[src/rtl/i2c_cmd_sink_pkg.sv]
package i2c_cmd_sink_pkg;

    typedef enum logic [2:0] {
        S_IDLE = 3'd0,
        S_ADDR = 3'd1,
        S_AACK = 3'd2,
        S_DATA = 3'd3,
        S_DACK = 3'd4,
        S_SKIP = 3'd5
    } sink_state_t;

endpackage

[src/rtl/i2c_cmd_sink_sync.sv]
// Synchroniser for the bus lines: each line passes through STAGES flops,
// then one more flop keeps the previous level for edge detection.
module i2c_cmd_sink_sync #(
    parameter int STAGES = 2,
    parameter int LINES  = 2
) (
    input  logic             clk,
    input  logic             rst_n,
    input  logic [LINES-1:0] raw_i,
    output logic [LINES-1:0] lvl_o,
    output logic [LINES-1:0] prev_o
);

    for (genvar g = 0; g < LINES; g++) begin : g_line
        logic [STAGES:0] pipe;

        always_ff @(posedge clk or negedge rst_n) begin
            if (!rst_n) begin
                pipe <= '1;
            end else begin
                pipe <= {pipe[STAGES-1:0], raw_i[g]};
            end
        end

        assign lvl_o[g]  = pipe[STAGES-1];
        assign prev_o[g] = pipe[STAGES];
    end

endmodule

[src/rtl/i2c_cmd_sink_shift.sv]
// Shift register (MSB first) with a bit counter that stops at W.
module i2c_cmd_sink_shift #(
    parameter int W     = 8,
    parameter int CNT_W = $clog2(W + 1)
) (
    input  logic             clk,
    input  logic             rst_n,
    input  logic             clr_i,
    input  logic             shift_i,
    input  logic             bit_i,
    output logic [W-1:0]     word_o,
    output logic [CNT_W-1:0] cnt_o
);

    localparam logic [CNT_W-1:0] FULL = CNT_W'(W);

    always_ff @(posedge clk or negedge rst_n) begin
        if (!rst_n) begin
            word_o <= '0;
            cnt_o  <= '0;
        end else if (clr_i) begin
            cnt_o  <= '0;
        end else if (shift_i && cnt_o != FULL) begin
            word_o <= {word_o[W-2:0], bit_i};
            cnt_o  <= cnt_o + 1'b1;
        end
    end

endmodule

[src/rtl/i2c_cmd_sink.sv]
module i2c_cmd_sink
    import i2c_cmd_sink_pkg::*;
#(
    parameter int          DATA_W      = 8,
    parameter int          SYNC_STAGES = 2,
    parameter logic [7:0]  ADDR_BYTE   = 8'hF8
) (
    input  logic              clk,
    input  logic              rst_n,
    input  logic              scl_i,
    input  logic              sda_i,
    output logic              sda_pull_o,
    output logic [DATA_W-1:0] rx_byte_o,
    output logic              rx_valid_o
);

    localparam int CNT_W = $clog2(DATA_W + 1);
    localparam logic [CNT_W-1:0] LAST_BIT = CNT_W'(DATA_W);

    // Synchronised levels: index 1 is SCL, index 0 is SDA.
    logic [1:0] lvl, prev;

    i2c_cmd_sink_sync #(
        .STAGES (SYNC_STAGES),
        .LINES  (2)
    ) u_sync (
        .clk    (clk),
        .rst_n  (rst_n),
        .raw_i  ({scl_i, sda_i}),
        .lvl_o  (lvl),
        .prev_o (prev)
    );

    logic scl_lvl, scl_rise, scl_fall, start_det, stop_det;
    assign scl_lvl   = lvl[1];
    assign scl_rise  =  lvl[1] & ~prev[1];
    assign scl_fall  = ~lvl[1] &  prev[1];
    assign start_det =  lvl[1] &  prev[1] &  prev[0] & ~lvl[0];
    assign stop_det  =  lvl[1] &  prev[1] & ~prev[0] &  lvl[0];

    sink_state_t state, next_state;

    logic              shift_en, cnt_clr;
    logic [DATA_W-1:0] word;
    logic [CNT_W-1:0]  cnt;

    assign shift_en = scl_rise && (state == S_ADDR || state == S_DATA);
    assign cnt_clr  = start_det || (scl_fall && state == S_AACK);

    i2c_cmd_sink_shift #(
        .W     (DATA_W),
        .CNT_W (CNT_W)
    ) u_shift (
        .clk     (clk),
        .rst_n   (rst_n),
        .clr_i   (cnt_clr),
        .shift_i (shift_en),
        .bit_i   (lvl[0]),
        .word_o  (word),
        .cnt_o   (cnt)
    );

    logic byte_done;
    assign byte_done = scl_fall && (cnt == LAST_BIT);

    // Next-state logic
    always_comb begin
        next_state = state;
        if (start_det) begin
            next_state = S_ADDR;
        end else if (stop_det) begin
            next_state = S_IDLE;
        end else begin
            unique case (state)
                S_IDLE: next_state = S_IDLE;
                S_ADDR: if (byte_done)
                            next_state = (word[7:0] == ADDR_BYTE) ? S_AACK : S_SKIP;
                S_AACK: if (scl_fall) next_state = S_DATA;
                S_DATA: if (byte_done) next_state = S_DACK;
                S_DACK: if (scl_fall) next_state = S_SKIP;
                S_SKIP: next_state = S_SKIP;
                default: next_state = S_IDLE;
            endcase
        end
    end

    // State register
    always_ff @(posedge clk or negedge rst_n) begin
        if (!rst_n) state <= S_IDLE;
        else        state <= next_state;
    end

    // Registered outputs
    always_ff @(posedge clk or negedge rst_n) begin
        if (!rst_n) begin
            sda_pull_o <= 1'b0;
            rx_valid_o <= 1'b0;
            rx_byte_o  <= '0;
        end else begin
            sda_pull_o <= (next_state == S_AACK) || (next_state == S_DACK);
            rx_valid_o <= (state == S_DATA) && (next_state == S_DACK);
            if ((state == S_DATA) && (next_state == S_DACK))
                rx_byte_o <= word;
        end
    end

endmodule

[config.mk]
export PLATFORM = sky130hd
export DESIGN_NAME = i2c_cmd_sink
export DESIGN_NICKNAME = d
export VERILOG_FILES = /design/src/rtl/i2c_cmd_sink_pkg.sv /design/src/rtl/i2c_cmd_sink_sync.sv /design/src/rtl/i2c_cmd_sink_shift.sv /design/src/rtl/i2c_cmd_sink.sv
export SDC_FILE = /design/constraint.sdc
export NUM_CORES = 1
export LEC_CHECK = 0
export ABC_AREA = 1
export BUFFER_PORTS_ARGS = -buffer_cell sky130_fd_sc_hd__buf_4
export CAP_MARGIN = 15
export CORE_UTILIZATION = 53
export DETAILED_ROUTE_END_ITERATION = 10
export PLACE_DENSITY = 0.73
export SYNTH_ARGS = -nofsm -noshare
export SYNTH_HDL_FRONTEND = slang
export SYNTH_SLANG_ARGS = --single-unit
[constraint.sdc]
create_clock -name clk -period 2 [get_ports clk]
set_clock_uncertainty 0.2 [all_clocks]
set_input_delay 0.3 -clock clk [delete_from_list [all_inputs] [get_ports clk]]
set_output_delay 0.3 -clock clk [all_outputs]
set_load 0.02 [all_outputs]
==> results.md, run 1 <==
- The final worst setup slack is 0.0360 ns.
- The number of endpoints with negative hold slack in the final report came to 0.
- IR analysis of the VDD net gives a maximum drop of 0.000669 V.
- The top routing layer in use is met4.
- The yosys synthesis warning count is 0.
- The number of nets in the synthesized netlist is 170.
- Counting flops with a built-in enable in the synthesized netlist gives 0.
- The power per cell area is between 700 and 800 mW/mm2.
- Combinational logic burns between 10% and 20% of the power.
- The global-route wire length before repair is 4600 um.
- In this run the worst setup path begins at state[1].
- The placed instances occupy a cell area of about 0.0016 mm2.
- 0 antenna diodes ended up in the layout.
- After detailed routing, the average wire length per cell comes to 12.7 um.
- The post-synthesis register bit count is 31.
- The proportion of register bits with asynchronous set or reset after synthesis is 100%.
- The TritonCTS clock tree is yes.
- At the placement stage, the worst setup path has a slack of 0.00596 ns.
- In this run the vertical extent of the chip is 54.4 um.
- The slew of the pin with the lowest slew margin is 0.380 ns.
- The total setup violations reported at the end of the flow is 0.
- The number of sinks driven by the clock tree is 31.
- The internal portion of the total power is 922 uW.
- The final net count is 198.
- The share of total power consumed by net switching is 26.6%.
- Along the worst path, the maximum fanout reaches 9.
- The number of standard-cell rows in the floorplan is 18.
- The leftover overflow at the end of global routing is 0.
- Using the TritonRoute via totals, the vias-per-cell ratio works out to 5.16.
- In the synthesized netlist, the number of instances is roughly 160.
- The flow ran to the end, and the final reports show no timing, DRC or antenna violations.
- Summed over all nets, the half-perimeter wirelength after detailed placement is about 2000 um.
- The top cell type by area accounts for about 43% of the synthesized area.
- Wires add up to between 2000 and 3000 um.
- A synthesized cell averages approximately 8.9 um2.
- The pre-antenna-repair detailed-routing pass consisted of 4 iterations.
- The initial utilization of the core area, before any placement, comes to 57.3%.
- The die outline area is between 0.002 and 0.003 mm2.
- Per report_power, the sequential group accounts for ~57% of the total.
- The post-route fraction of the period consumed by the critical path is 98.2%.
- The final routed DRC violation total is 0.
- The worst hold path startpoint is u_sync.g_line[1].pipe[0].
- Of the total power, the clock network draws 29.7%.
- The class of the tightest hold or removal check is flop to flop.
- Once detail routing completed, the nets flagged for antenna violations numbered 0.
- The worst hold slack is 0.161 ns.
- The reg-to-reg startpoint is state[1].
- Fill cells in the final layout number 187.
- The synthesis-to-finish area growth is 20.4%.
- Setup repair after global routing could not meet its margin everywhere.
- The width of the die is 54.4 um.
- Entering global routing, the biggest net connects 32 pins.
- The initial DRC count is 33.
- Measured against its own limit, the worst slew margin works out to 74.7%.
- The cell area that synthesis handed to floorplanning was 0.00146 mm2.
- The maximum clock path buffer count is 2.
- In this run the power spent charging and discharging nets is 335 uW.
- The H-tree depth is 2.
- After clock tree synthesis, the clock-pin slew on the worst setup and hold paths is 0.11 ns.
- The data required time of the worst path is 2.06 ns.
- The synthesized netlist contains 24 unique library cells.
- Cells fill 69.0% of the core in the end.
- The sequential cell area fraction in the yosys report is 53.7%.
- The sum of routed wire segments on met1 is about 1300 um.
- By count the netlist is led by 43 x sky130_fd_sc_hd__nand2_1, 25 x sky130_fd_sc_hd__dfrtp_1, 21 x sky130_fd_sc_hd__inv_1.
- The met3 wire length is 59 um.
- Summed over all instances, the cell type with the most area after synthesis is sky130_fd_sc_hd__dfrtp_1.
- After floorplanning, the core was sized to cover approximately 0.0025 mm2.
- After synthesis, the cell types taking the most area are sky130_fd_sc_hd__dfrtp_1 43%, sky130_fd_sc_hd__nand2_1 11%, sky130_fd_sc_hd__dfstp_2 11%.
- The element type at the critical path end is a flop.
- The initial antenna violation count is 0.
- Global routing used 22.5% of the available tracks.
- Of the cells placed in the final design, the portion with a size suffix greater than 1 is a little over a quarter.
- The TritonCTS buffer count is 5.
- The cell chosen for the clock root is sky130_fd_sc_hd__clkbuf_4.
- Max-cap violations in this run came to 0.
- The clock reaches the later pin of the worst-skew pair after ~0.32 ns.
- The count of boundary I/O pins is 14.
- Across all layers, the routed design uses 1,145 vias.
- The number of global-route vias before repair is 1,081.
- The critical path in this run is classified as flop to flop.
- The design area is 0.00176 mm2.
- The top flip-flop cell by instance count after synthesis is sky130_fd_sc_hd__dfrtp_1.
- STA puts the critical path data arrival time at 2.03 ns.
- Port buffering added 13 buffers.
- The fmax is slightly above 500 MHz.
- The total negative setup slack is 0 ns.
- The nature of the critical path startpoint is a flop.
- The weighted congestion reported at the end of routability-driven placement is 0.794.
- The number of pins with negative max-slew slack in the final report came to 0.
- In the detailed route, the total length drawn on met2 is between 1000 and 1500 um.
- The clock period minus worst slack is 1.96 ns.
- In the post-synthesis netlist, the cell with the most instances is sky130_fd_sc_hd__nand2_1.
- The static leakage power is 0.000935 uW.
==> repair_timing <==
item	CTS	global route
pin swaps	2	10
endpoints found under the setup margin	8	11
setup buffers	3	0
hold endpoints to repair	27	0
hold buffers	3	0
resized for setup	1	4
gates cloned	1	0
==> cells by family after synthesis <==
group | after synthesis | synth area share (%)
AOI/OAI and AO/OA | 14 | 5.58
xor gates and xnor gates | 1 | 0.601
adders and majority gates | 3 | 2.58
buffers and inverters | 27 | 7.90
DFF | 31 | 53.7
and+or+nand+nor | 87 | 29.6
==> routing by layer <==
layer / track usage (%) / up-vias
met2: 36.0 / 15
met3: 5.28 / 2
met5: 0 / -
met4: 9.83 / 0
li1: - / 580
met1: 28.8 / 548
==> worst max-delay path, stage by stage, from the launching register on <==
cell,delay [ns]
sky130_fd_sc_hd__dfrtp_1,0.43
sky130_fd_sc_hd__inv_1,0.08
sky130_fd_sc_hd__ha_1,0.28
sky130_fd_sc_hd__o21ai_1,0.11
sky130_fd_sc_hd__nand2_1,0.10
sky130_fd_sc_hd__nor2_2,0.16
sky130_fd_sc_hd__nand2_4,0.09
sky130_fd_sc_hd__nor2_8,0.13
sky130_fd_sc_hd__buf_12,0.13
sky130_fd_sc_hd__nand4_1,0.11
sky130_fd_sc_hd__nand2_1,0.08
==> cell usage in the layout, fill, tap and decap left out, types with 2 or more instances in the layout <==
master	netlist	routed
sky130_fd_sc_hd__nand2_1	43	42
sky130_fd_sc_hd__nor2_1	12	12
sky130_fd_sc_hd__a21oi_1	4	4
sky130_fd_sc_hd__buf_4	1	19
sky130_fd_sc_hd__dfrtp_1	25	25
sky130_fd_sc_hd__ha_1	3	2
sky130_fd_sc_hd__inv_2	2	3
sky130_fd_sc_hd__clkbuf_4	0	5
sky130_fd_sc_hd__nor2_2	3	3
sky130_fd_sc_hd__inv_1	21	20
sky130_fd_sc_hd__dlygate4sd3_1	0	3
sky130_fd_sc_hd__dfstp_2	6	6
sky130_fd_sc_hd__nand3_1	9	9
sky130_fd_sc_hd__nand4_1	11	11
sky130_fd_sc_hd__o21ai_0	8	8
sky130_fd_sc_hd__nand3_2	2	3
sky130_fd_sc_hd__nand2_2	3	4
==> worst paths after layout <==
kind	endpoint	slack, ns	cells past startpoint
max	rx_byte_o[4]	0.04	10
min	u_sync.g_line[1].pipe[1]	0.16	0
max reg2reg	rx_byte_o[4]	0.04	10
min reg2reg	u_sync.g_line[1].pipe[1]	0.16	0
max in group asynchronous	u_sync.g_line[1].pipe[0]	1.02	2
min in group asynchronous	u_shift.word_o[2]	0.25	2
==> power groups by stage <==
stage | combinational (uW) | clock, uW | sequential [uW]
3_3_place_gp | 104 | 0 | 727
5_1_grt | 189 | 405 | 719
3_5_place_dp | 112 | 0 | 730
4_1_cts | 142 | 381 | 713
6_report | 168 | 373 | 715
2_1_floorplan | 77.1 | 0 | 719
==> metrics by stage <==
| stage | cells | power [uW] |
|---|---|---|
| after global routing | 222 | 1310 |
| final | 222 | 1260 |
| after global placement | 207 | 831 |
| after detailed placement | 207 | 843 |
| after CTS | 222 | 1240 |
| after floorplan | 163 | 796 |
==> state kept, by name (all words and copies together), names as in the netlist <==
register	cells
rx_byte_o	8
rx_valid_o	1
sda_pull_o	1
state	3
u_shift.cnt_o	4
u_shift.word_o	8
u_sync.g_line.pipe	6
==> area by class of cell <==
class / instances / area [um2] / share of cell area [%]
clock buffers: 7 / 55.1 / 3.14
clock inverters: 1 / 5.00 / 0.285
inverters: 23 / 86.3 / 4.92
multi-input cells: 106 / 584 / 33.3
flip-flops and latches: 31 / 783 / 44.6
well taps: 30 / 37.5 / 2.14
repair buffers: 24 / 204 / 11.6
Note: power is estimated with default switching activity, not from simulation.
==> inputs of run 2 (changes only) <==
--- a/config.mk
+++ b/config.mk
@@ -6,11 +6,12 @@
 export NUM_CORES = 1
 export LEC_CHECK = 0
 export ABC_AREA = 1
-export BUFFER_PORTS_ARGS = -buffer_cell sky130_fd_sc_hd__buf_4
 export CAP_MARGIN = 15
-export CORE_UTILIZATION = 53
+export CORE_MARGIN = 3
+export CORE_UTILIZATION = 55
 export DETAILED_ROUTE_END_ITERATION = 10
-export PLACE_DENSITY = 0.73
+export DONT_BUFFER_PORTS = 1
+export PLACE_DENSITY = 0.7
 export SYNTH_ARGS = -nofsm -noshare
 export SYNTH_HDL_FRONTEND = slang
 export SYNTH_SLANG_ARGS = --single-unit
==> run 2 against run 1 <==
Highest routed layer unchanged. Final cell count shrank 5.0%. Count of clock-buffer cells in the layout is the same. Core utilization fell by 1.4 points. Global-route usage is 3.7 points lower. Hold slack hardly changed. Routed wire length shrank 4.3%. Largest power group unchanged. Non-clock buffer count down 11. Total power down 3.8%. Critical path depth increased by 3.
==> results.md, run 2 (synthesis gave the netlist of run 1 again) <==
- Across all hold checks on the routed design, the worst slack comes to 0.160 ns.
- The post-route fraction of the period consumed by the critical path is between 90 and 100%.
- The number of endpoints with negative hold slack in the final report is 0.
- The top routing layer in use is met4.
- The critical path is of the flop to flop type.
- The maximum number of pins on one net before global-route repair is 32.
- The multi-input combinational cells in the finished layout cover a total of 599 um2.
- After floorplanning, the core was divided into 18 placement rows.
- The worst register-to-register path ends at rx_byte_o[0].
- The number of clock buffers added by TritonCTS is 5.
- The number of sinks driven by the clock tree is 31.
- Derived from the worst setup path, the maximum achievable clock frequency is slightly above 500 MHz.
- The area of all sequential standard cells is 783 um2.
- For this run, the slowest stage of the critical path takes 0.42 ns.
- After detailed routing, the average wire length per cell comes to 12.8 um.
- Setup violations remaining at the end of the flow were counted as 0.
- The element type at the critical path end is a flop.
- The met3 wire length is 94 um.
- The hold path depth is 0.
- The number of global-route vias before repair came to ~1,100.
- The routed layout has 1,084 vias.
- Leaving out fill and tap cells, the most frequent cell in the layout is sky130_fd_sc_hd__nand2_1.
- The worst path meets setup with about 0.045 ns of slack.
- Subtracting the final worst setup slack from the clock period gives 1.95 ns.
- Traced cell by cell, the critical path runs through inv_2 -> ha_4 -> nand2_4 -> nor2_4 -> nand2_2 -> nand2_1 -> nand2_1 -> inv_1 -> nand2_2 -> a21oi_4 -> nand3_2 -> nand2_1 -> nand2_1.
- The most repeated library cell on the critical path is sky130_fd_sc_hd__nand2_1.
- STA puts the critical path data arrival time at ~2.0 ns.
- For the pin with the worst max-slew slack, the measured transition is 0.241 ns.
- In this run the worst setup path begins at u_shift.cnt_o[1].
- The min-delay analysis places its worst path in the category flop to flop.
- The area growth from synthesis to layout is 16.0%.
- The initial DRC count is 62.
- The number of pins with negative max-slew slack in the final report is 0.
- The worst-case register-to-register setup slack is 0.05 ns.
- The nature of the critical path startpoint is a flop.
- In the final routing, the length of wire on met1 measures 1240 um.
- At the worst endpoint, the required time is 2.02 ns.
- The final layout contains 187 nets.
- The die covers ~0.0033 mm2.
- The last element of the critical path is rx_byte_o[0].
- Counting the fill cells in the layout gives roughly 210.
- For this run, design rule violations remaining after detail routing come to 0.
- In this run the tightest slew margin relative to its limit is 83.9%.
- In this run the count of I/O pins placed on the die edge is 14.
- The wire length on met2 is between 1000 and 1500 um.
- Routability-driven placement finished with a final weighted congestion of 0.797.
- Grouping stages by cell kind, the critical path spends the most delay in simple AND/OR/NAND/NOR gates.
- The static leakage power is 0.000881 uW.
- Setup repair after global routing could not meet its margin everywhere.
- Dividing the detail-routed via count by the number of cells gives around 5.
- After clock tree synthesis, the clock-pin slew on the worst setup and hold paths is 0.09 ns.
- IR analysis of the VDD net gives a maximum drop of 0.000649 V.
- The total global routing track utilization is 18.8%.
- The maximum net fanout on the critical path is 5.
- The master of the slowest instance on the critical path is sky130_fd_sc_hd__dfrtp_1.
- The number of antenna repair diodes is 0.
- The first global-routing pass estimated around 4600 um of wire.
- The count of cells along the worst register-to-register path is 13.
- The width of the die is 57.5 um.
- The initial utilization of the core area, before any placement, comes to 58.3%.
- Buffers placed on the I/O ports in this run total 0.
- The count of buffer and inverter cells on the critical path is 2.
- The final layout contains routed wiring with a total length of about 2700 um.
- The leftover overflow at the end of global routing is 0.
- The run finished with clean final reports.
- The clock passes through at most 2 buffers.
- The length of the first detailed-routing pass in iterations is 4.
- The reg-to-reg startpoint is u_shift.cnt_o[1].
- The clock latency on the worst-skew pair is about 0.32 ns.
- The vertical extent of the die is approximately 57 um.
- After floorplanning, the core was sized to cover around 0.0025 mm2.
- In this run the clock root is driven by a sky130_fd_sc_hd__clkbuf_4.
- In this run the remaining antenna-violating nets after routing total 0.
- The largest registers in the layout are rx_byte_o: 8 flops, u_shift.word_o: 8 flops, u_sync.g_line.pipe: 6 flops.
- TritonCTS built the clock tree.
- In the layout the commonest cells are 40 x sky130_fd_sc_hd__nand2_1, 25 x sky130_fd_sc_hd__dfrtp_1, 20 x sky130_fd_sc_hd__inv_1.
- In this run the number of cells on the critical path is 13.
- The H-tree was split into 2 levels.
- The initial antenna violation count is 0.
- The number of maximum-capacitance violations is 0.
- The setup slack at placement is 0.00412 ns.
- The estimated wirelength of the detail-placed design is 1930 um.
- The power per cell area is between 700 and 800 mW/mm2.
- The share of cells above drive strength 1 is 23.2%.
-- run 2: timing repair --
item | CTS | global route
pin swaps | 1 | 12
endpoints found under the setup margin | 5 | 10
setup buffers | 1 | 2
hold buffers | 4 | 0
gates resized for setup | 0 | 9
endpoints found under the hold margin | 33 | 0
gates cloned | 0 | 1
-- run 2: worst min path at each step --
stage / start / slack, ns / to
after floorplan: rst_n / -0.20 / rx_byte_o[0]
after global placement: rst_n / -0.19 / u_shift.cnt_o[3]
after detailed placement: rst_n / -0.19 / u_shift.cnt_o[3]
after CTS: u_sync.g_line[1].pipe[0] / 0.16 / u_sync.g_line[1].pipe[1]
after global routing: u_sync.g_line[1].pipe[0] / 0.16 / u_sync.g_line[1].pipe[1]
final: u_sync.g_line[1].pipe[0] / 0.16 / u_sync.g_line[1].pipe[1]
-- run 2: report_power, final --
group	total [uW]	switching, uW	internal (uW)	leakage [uW]
clock network	333	196	137	0.0000293
registers	717	38.7	679	0.000403
logic	159	90.1	68.5	0.000449
-- run 2: area by class of cell --
cell class / instances / share of cell area (%)
multi-input cells: 106 / 35.5
clock inverters: 1 / 0.296
well taps: 30 / 2.22
clock buffers: 7 / 2.66
inverters: 23 / 5.11
repair buffers: 13 / 7.92
flip-flops and latches: 31 / 46.3
-- run 2: routing by layer --
metal	vias up	GRT usage [%]
met3	4	6.11
li1	555	-
met2	17	28.2
met1	508	24.4
met5	-	0
met4	0	9.27
-- run 2: per-stage QoR --
| step | utilization [%] | instances | power [uW] | area, um2 | setup TNS (ns) |
|---|---|---|---|---|---|
| 4_1_cts | 65.3 | 208 | 1190 | 1630 | 0 |
| 6_report | 67.6 | 211 | 1210 | 1690 | 0 |
| 3_3_place_gp | 61.0 | 195 | 820 | 1520 | 0 |
| 3_5_place_dp | 61.0 | 195 | 830 | 1520 | 0 |
| 5_1_grt | 67.6 | 211 | 1290 | 1690 | -0.559 |
| 2_1_floorplan | - | 163 | 796 | 1460 | 0 |
